--- src/rtl/pwp_pkg.sv ---
// Shared types for the posted-write path.
// Assumes: nothing beyond the sequencer's use of the state encoding.
package pwp_pkg;

    // Downstream sequencer states: draining a posted entry or running a direct access.
    typedef enum logic [2:0] {
        SQ_IDLE,
        SQ_DRN_REQ,
        SQ_DRN_WAIT,
        SQ_DIR_REQ,
        SQ_DIR_WAIT
    } seq_state_e;

endpackage

--- src/rtl/pwp_decode.sv ---
// Alias decoder: classifies a processor request as posted or direct and
// strips the alias bit from the address.
// Assumes: the request fields are held stable while cpu_req is high.
module pwp_decode #(
    parameter int AW        = 32,
    parameter int ALIAS_BIT = 28
) (
    input  logic          cpu_req,
    input  logic          cpu_we,
    input  logic [AW-1:0] cpu_addr,
    input  logic          buf_en,
    output logic          want_post,
    output logic          want_direct,
    output logic [AW-1:0] phys_addr
);

    // A write goes to the FIFO only through the posted alias and only while enabled.
    always_comb begin
        want_post   = cpu_req && cpu_we && cpu_addr[ALIAS_BIT] && buf_en;
        want_direct = cpu_req && !want_post;
        phys_addr   = cpu_addr;
        phys_addr[ALIAS_BIT] = 1'b0;
    end

endmodule

--- src/rtl/pwp_fifo.sv ---
// Posting FIFO: holds accepted writes (address, data, strobes) until they
// are drained downstream.
// Assumes: the caller never pushes when full or pops when empty.
module pwp_fifo #(
    parameter int W     = 68,
    parameter int DEPTH = 4
) (
    input  logic         clk,
    input  logic         rst_n,
    input  logic         push,
    input  logic [W-1:0] din,
    input  logic         pop,
    output logic [W-1:0] dout,
    output logic         empty,
    output logic         full
);

    localparam int PW = (DEPTH > 1) ? $clog2(DEPTH) : 1;
    localparam int CW = $clog2(DEPTH + 1);

    logic [W-1:0]  mem [DEPTH];
    logic [PW-1:0] wp, rp;
    logic [CW-1:0] cnt;

    // Store the incoming entry at the write pointer.
    always_ff @(posedge clk) begin
        if (push) mem[wp] <= din;
    end

    // Advance the pointers with wrap-around and track the occupancy.
    always_ff @(posedge clk) begin
        if (!rst_n) begin
            wp  <= '0;
            rp  <= '0;
            cnt <= '0;
        end else begin
            if (push) wp <= (wp == PW'(DEPTH - 1)) ? '0 : wp + 1'b1;
            if (pop)  rp <= (rp == PW'(DEPTH - 1)) ? '0 : rp + 1'b1;
            case ({push, pop})
                2'b10:   cnt <= cnt + 1'b1;
                2'b01:   cnt <= cnt - 1'b1;
                default: cnt <= cnt;
            endcase
        end
    end

    // Present the oldest entry and the occupancy flags.
    always_comb begin
        dout  = mem[rp];
        empty = (cnt == '0);
        full  = (cnt == CW'(DEPTH));
    end

    assert_no_overflow_R3: assert property (@(posedge clk) disable iff (!rst_n)
        push |-> !full);
    assert_no_underflow_R4: assert property (@(posedge clk) disable iff (!rst_n)
        pop |-> !empty);

endmodule

--- src/rtl/pwp_seq.sv ---
// Downstream sequencer: drains FIFO entries first, then runs one direct access.
// Keeps exactly one transaction outstanding.
// Assumes: bus_done arrives at least one cycle after the valid/ready handshake.
module pwp_seq
    import pwp_pkg::*;
#(
    parameter int AW = 32,
    parameter int DW = 32,
    parameter int SW = DW / 8
) (
    input  logic          clk,
    input  logic          rst_n,
    input  logic          fifo_empty,
    input  logic [AW-1:0] head_addr,
    input  logic [DW-1:0] head_data,
    input  logic [SW-1:0] head_be,
    input  logic          dir_go,
    input  logic          dir_we,
    input  logic [AW-1:0] dir_addr,
    input  logic [DW-1:0] dir_data,
    input  logic [SW-1:0] dir_be,
    input  logic          bus_ready,
    input  logic          bus_done,
    output logic          bus_valid,
    output logic          bus_we,
    output logic [AW-1:0] bus_addr,
    output logic [DW-1:0] bus_wdata,
    output logic [SW-1:0] bus_be,
    output logic          pop,
    output logic          dir_ack,
    output logic          busy
);

    seq_state_e st, st_nx;

    // Choose the next step; posted entries always go before a direct access.
    always_comb begin
        st_nx = st;
        case (st)
            SQ_IDLE: begin
                if (!fifo_empty)  st_nx = SQ_DRN_REQ;
                else if (dir_go)  st_nx = SQ_DIR_REQ;
            end
            SQ_DRN_REQ:  if (bus_ready) st_nx = SQ_DRN_WAIT;
            SQ_DRN_WAIT: if (bus_done)  st_nx = SQ_IDLE;
            SQ_DIR_REQ:  if (bus_ready) st_nx = SQ_DIR_WAIT;
            SQ_DIR_WAIT: if (bus_done)  st_nx = SQ_IDLE;
            default:     st_nx = SQ_IDLE;
        endcase
    end

    // State register.
    always_ff @(posedge clk) begin
        if (!rst_n) st <= SQ_IDLE;
        else        st <= st_nx;
    end

    // Drive the downstream request from the FIFO head or the held processor request.
    always_comb begin
        bus_valid = (st == SQ_DRN_REQ) || (st == SQ_DIR_REQ);
        if (st == SQ_DIR_REQ || st == SQ_DIR_WAIT) begin
            bus_we    = dir_we;
            bus_addr  = dir_addr;
            bus_wdata = dir_data;
            bus_be    = dir_be;
        end else begin
            bus_we    = 1'b1;
            bus_addr  = head_addr;
            bus_wdata = head_data;
            bus_be    = head_be;
        end
        pop     = (st == SQ_DRN_WAIT) && bus_done;
        dir_ack = (st == SQ_DIR_WAIT) && bus_done;
        busy    = (st != SQ_IDLE);
    end

    assert_single_outstanding_R10: assert property (@(posedge clk) disable iff (!rst_n)
        (bus_valid && bus_ready) |=> !bus_valid);
    assert_hold_request_R12: assert property (@(posedge clk) disable iff (!rst_n)
        (bus_valid && !bus_ready) |=> (bus_valid && $stable(bus_addr) && $stable(bus_wdata)
                                       && $stable(bus_we) && $stable(bus_be)));
    assert_direct_after_drain_R8: assert property (@(posedge clk) disable iff (!rst_n)
        (st == SQ_DIR_REQ) |-> fifo_empty);

endmodule

--- src/rtl/posted_write_path.sv ---
// Top of the aliased posted-write path: decodes the alias, posts writes into
// the FIFO, stalls the processor when needed and sequences the bus master port.
// Assumes: the processor holds cpu_req and its fields until cpu_ack, and the
// downstream side raises bus_done once per accepted request.
module posted_write_path #(
    parameter int AW        = 32,
    parameter int DW        = 32,
    parameter int DEPTH     = 4,
    parameter int ALIAS_BIT = 28
) (
    input  logic               clk,
    input  logic               rst_n,
    input  logic               buf_en,
    input  logic               cpu_req,
    input  logic               cpu_we,
    input  logic [AW-1:0]      cpu_addr,
    input  logic [DW-1:0]      cpu_wdata,
    input  logic [DW/8-1:0]    cpu_be,
    output logic               cpu_ack,
    output logic [DW-1:0]      cpu_rdata,
    output logic               bus_valid,
    input  logic               bus_ready,
    output logic               bus_we,
    output logic [AW-1:0]      bus_addr,
    output logic [DW-1:0]      bus_wdata,
    output logic [DW/8-1:0]    bus_be,
    input  logic               bus_done,
    input  logic [DW-1:0]      bus_rdata,
    output logic               idle
);

    localparam int SW = DW / 8;
    localparam int EW = AW + DW + SW;

    logic          want_post, want_direct;
    logic [AW-1:0] phys_addr;
    logic          fifo_empty, fifo_full, push, pop, dir_ack, busy;
    logic [EW-1:0] head;

    pwp_decode #(.AW(AW), .ALIAS_BIT(ALIAS_BIT)) u_decode (
        .cpu_req     (cpu_req),
        .cpu_we      (cpu_we),
        .cpu_addr    (cpu_addr),
        .buf_en      (buf_en),
        .want_post   (want_post),
        .want_direct (want_direct),
        .phys_addr   (phys_addr)
    );

    pwp_fifo #(.W(EW), .DEPTH(DEPTH)) u_fifo (
        .clk   (clk),
        .rst_n (rst_n),
        .push  (push),
        .din   ({phys_addr, cpu_wdata, cpu_be}),
        .pop   (pop),
        .dout  (head),
        .empty (fifo_empty),
        .full  (fifo_full)
    );

    pwp_seq #(.AW(AW), .DW(DW), .SW(SW)) u_seq (
        .clk        (clk),
        .rst_n      (rst_n),
        .fifo_empty (fifo_empty),
        .head_addr  (head[EW-1 -: AW]),
        .head_data  (head[SW +: DW]),
        .head_be    (head[SW-1:0]),
        .dir_go     (want_direct),
        .dir_we     (cpu_we),
        .dir_addr   (phys_addr),
        .dir_data   (cpu_wdata),
        .dir_be     (cpu_be),
        .bus_ready  (bus_ready),
        .bus_done   (bus_done),
        .bus_valid  (bus_valid),
        .bus_we     (bus_we),
        .bus_addr   (bus_addr),
        .bus_wdata  (bus_wdata),
        .bus_be     (bus_be),
        .pop        (pop),
        .dir_ack    (dir_ack),
        .busy       (busy)
    );

    // Accept posted writes while space remains; direct accesses finish with the bus.
    always_comb begin
        push      = want_post && !fifo_full;
        cpu_ack   = push || dir_ack;
        cpu_rdata = bus_rdata;
        idle      = fifo_empty && !busy;
    end

    assert_alias_stripped_R9: assert property (@(posedge clk) disable iff (!rst_n)
        bus_valid |-> !bus_addr[ALIAS_BIT]);
    assert_direct_waits_done_R5: assert property (@(posedge clk) disable iff (!rst_n)
        (cpu_ack && want_direct) |-> bus_done);
    assert_idle_quiet_R11: assert property (@(posedge clk) disable iff (!rst_n)
        idle |-> (!bus_valid && !pop));

endmodule

--- config.mk ---
export PLATFORM = sky130hd
export DESIGN_NAME = posted_write_path
export DESIGN_NICKNAME = d
export VERILOG_FILES = /design/src/rtl/pwp_pkg.sv /design/src/rtl/pwp_decode.sv /design/src/rtl/pwp_fifo.sv /design/src/rtl/pwp_seq.sv /design/src/rtl/posted_write_path.sv
export SDC_FILE = /design/constraint.sdc
export NUM_CORES = 1
export LEC_CHECK = 0
export ABC_AREA = 1
export BUFFER_PORTS_ARGS = -buffer_cell sky130_fd_sc_hd__buf_2
export CORE_MARGIN = 2
export CORE_UTILIZATION = 25
export DETAILED_ROUTE_END_ITERATION = 10
export GPL_TIMING_DRIVEN = 0
export HOLD_SLACK_MARGIN = 0.1
export SLEW_MARGIN = 20
export SYNTH_ARGS = -nofsm -noshare
export SYNTH_HDL_FRONTEND = slang
export SYNTH_HIERARCHICAL = 1
export SYNTH_SLANG_ARGS = --single-unit
--- constraint.sdc ---
create_clock -name clk -period 3.2 [get_ports clk]
set_input_delay 0 -clock clk [delete_from_list [all_inputs] [get_ports clk]]
set_output_delay 0 -clock clk [all_outputs]
set_load 0.02 [all_outputs]
==> impl_metrics.py <==
metrics = {
    "status": {
        "status": "finished clean",
    },
    "finish": {
        "area_growth_pct": 27.9,
        "antenna_cells": 0,
        "fin_cells": 1967,
        "fin_nets": 1436,
        "fill_cells": 4881,
        "final_core_util_pct": 32.2,
        "drive_gt1_share_pct": 23.6,
    },
    "clocking": {
        "cts_sinks": 284,
        "cts_buffers": 31,
        "clkSlewWorstSetupHoldPaths_ns": 0.06,
        "cts_tree": "done",
        "cts_root_buf": "clkbuf_16",
        "post_cts_buffers": 0,
        "insertion_delay_ns": 0.58,
        "htreeDepth": 1,
        "clockBufferDepth": 3,
    },
    "place": {
        "dp_cells": 1834,
        "portBuffers": 147,
        "pre_cts_ws_ns": 1.19,
        "hpwlAfterDp_mm": 22.3,
        "gp_congestion": 0.734,
    },
    "timing": {
        "setup_viol": 0,
        "fin_ws_ns": 0.515,
        "fin_skew_ns": 0.0112,
        "post-route-min-period_ns": 2.68,
        "tightest_slew_ns": 0.686,
        "rsz0062_at_grt": "no",
        "hold_violations": 0,
        "finalCritPeriodShare_pct": 83.9,
        "slew_viol_final": 0,
        "max_freq_mhz": 372,
        "slew_headroom_pct": 54.2,
    },
    "global_route": {
        "antenna_found_initial": 1,
        "grt_use_total_pct": 13.6,
        "grt_max_degree": 47,
        "grt_remaining_overflow": 0,
        "grt_pass1_vias": 8759,
        "grt_pass1_wl_mm": 52.1,
    },
    "worst_setup_path": {
        "worst_setup_path_start_kind": "primary input",
        "path_class": "primary input to flop",
        "endpoint_kind": "flop",
        "crit_arrival_ns": 2.93,
        "crit_fanout": 40,
        "crit_required_ns": 3.45,
    },
    "floorplan": {
        "pin_count": 211,
        "rows": 81,
        "coreArea_mm2": 0.0486,
        "chipHeight_um": 225,
        "start_util_pct": 25.2,
        "design.die.area_mm2": 0.0508,
        "die_w_um": 225,
    },
    "pwr": {
        "p_leak_nw": 6.00,
        "power.total_mw": 11.6,
        "vdd_drop_max_mv": 0.403,
        "cellPowerDensity_mw_per_mm2": 741,
    },
    "route": {
        "firstDrtPassIters": 5,
        "finalWirelength_mm": 35.3,
        "vias": 8901,
        "drcViolationCount": 0,
        "drtIter0Drc": 668,
        "viasPerCell": 4.53,
        "antenna_left": 0,
        "wire_per_inst_um": 18.0,
    },
    "synth": {
        "yosys_warnings": 6,
        "syn_nets": 1175,
        "ys_seq_area_share_pct": 68.6,
        "syn-instance-count": 1061,
        "syn-mean-instance-area_um2": 11.6,
        "ys_types": 27,
        "syn-cell-area_mm2": 0.0123,
        "ys_ff_latch": 284,
    },
    "min_path": {
        "hold_class": "primary input to flop",
    },
    "job": {
        "max-cap-violations": 0,
    },
}
==> per-layer routing <==
| metal | global-route usage, % | routed length [µm] |
|---|---|---|
| met4 | 4.42 | 884 |
| met2 | 23.6 | 17100 |
| met1 | 17.5 | 15300 |
| met5 | 0 | 13 |
| met3 | 1.98 | 2050 |
==> area by class of cell <==
type | count | area [µm²] | share of cell area (%)
repair buffers | 228 | 1620 | 10.3
multi-input cells | 616 | 2860 | 18.3
clock inverters | 21 | 220 | 1.40
flip-flops and latches | 284 | 8410 | 53.6
clock buffers | 35 | 791 | 5.04
well taps | 622 | 778 | 4.96
inverters | 33 | 139 | 0.886
plain buffers | 128 | 858 | 5.48
==> worst max-delay path, stage by stage <==
cell	delay, ns
dlygate4sd3_1	0.52
buf_2	0.10
nand2_1	0.04
dlygate4sd3_1	0.56
nor2_2	0.09
dlygate4sd3_1	0.56
nand2_2	0.06
inv_1	0.12
nand2_1	0.11
inv_4	0.40
buf_16	0.30
==> final timing paths <==
kind                       endpoint    startpoint  slack, ns  depth (start not counted)
setup / recovery  u_fifo/mem[0][29]        buf_en       0.52                         11
hold / removal          u_seq/st[1]       cpu_req       0.14                          9
setup reg to reg        u_seq/st[2]   u_seq/st[2]       0.61                          8
hold reg to reg        u_fifo/wp[1]  u_fifo/wp[1]       0.54                          2
==> cell usage after synthesis <==
master | n | share of area, %
clkbuf_1 | 20 | 0.61
nor2_4 | 1 | 0.092
clkbuf_2 | 9 | 0.37
clkbuf_4 | 2 | 0.12
nand2_2 | 4 | 0.20
buf_4 | 65 | 4.0
inv_2 | 2 | 0.061
nor3_1 | 5 | 0.20
buf_6 | 12 | 1.1
inv_1 | 30 | 0.92
ha_1 | 6 | 0.61
nor2_2 | 1 | 0.051
edfxtp_1 | 272 | 67
inv_6 | 1 | 0.071
nand4_1 | 4 | 0.20
o21ai_1 | 5 | 0.20
fa_1 | 1 | 0.16
o22ai_1 | 68 | 3.5
o211ai_1 | 1 | 0.061
buf_2 | 20 | 0.82
conb_1 | 1 | 0.031
nor2_1 | 148 | 4.5
a21oi_1 | 5 | 0.20
nand2_1 | 158 | 4.8
nand3_1 | 72 | 2.9
o21ai_0 | 136 | 5.6
dfxtp_1 | 12 | 2.0
==> through the flow <==
step / hold WS (ns) / setup TNS [ns] / instance area, µm²
floorplan: 0.0989 / 0 / 12300
global placement: 0.210 / -126.51 / 13800
detailed placement: 0.211 / 0 / 13900
CTS: 0.106 / 0 / 15700
global route: 0.170 / 0 / 15700
finish: 0.142 / 0 / 15700
==> state kept, by name (all words and copies together) (netlist names), named ones only <==
name	count
u_fifo/cnt	3
u_fifo/mem	272
u_fifo/rp	2
u_fifo/wp	2
u_seq/st	3
==> placed cells by master, fill, tap and decap left out, types with 6 or more instances in the layout <==
master           n
edfxtp_1       272
buf_2          167
nand2_1        158
nor2_1         148
o21ai_0        136
dlygate4sd3_1   77
nand3_1         72
o22ai_1         68
buf_4           65
clkbuf_16       31
inv_1           26
clkbuf_1        24
buf_6           12
dfxtp_1         12
clkbuf_2         9
clkinv_2         7
clkinv_1         6
ha_1             6
==> timing repair <==
| action | in CTS | in global routing |
|---|---|---|
| endpoints found under the hold margin | 280 | 0 |
| gates resized for setup | 0 | 0 |
| hold buffers | 77 | 0 |
==> logic make-up (layout without fill, tap and decap cells) <==
kind of cell	after synthesis	count (layout)	share of synthesized area, %
compound gates	215	215	9.49
fa+ha+maj	7	7	0.776
buf+inv	161	445	8.05
flops	284	284	68.6
other cells	1	1	0.0306
simple gates	393	393	13.1
==> power by group <==
group | total (mW) | switching [mW] | leakage (nW) | internal, mW
Combinational | 3.89 | 2.63 | 2.96 | 1.26
Clock | 3.55 | 1.46 | 0.490 | 2.09
Sequential | 4.18 | 0.0484 | 2.55 | 4.13
Total | 11.6 | 4.14 | 6.00 | 7.48
No activity file was read; power rests on OpenSTA's default activity.
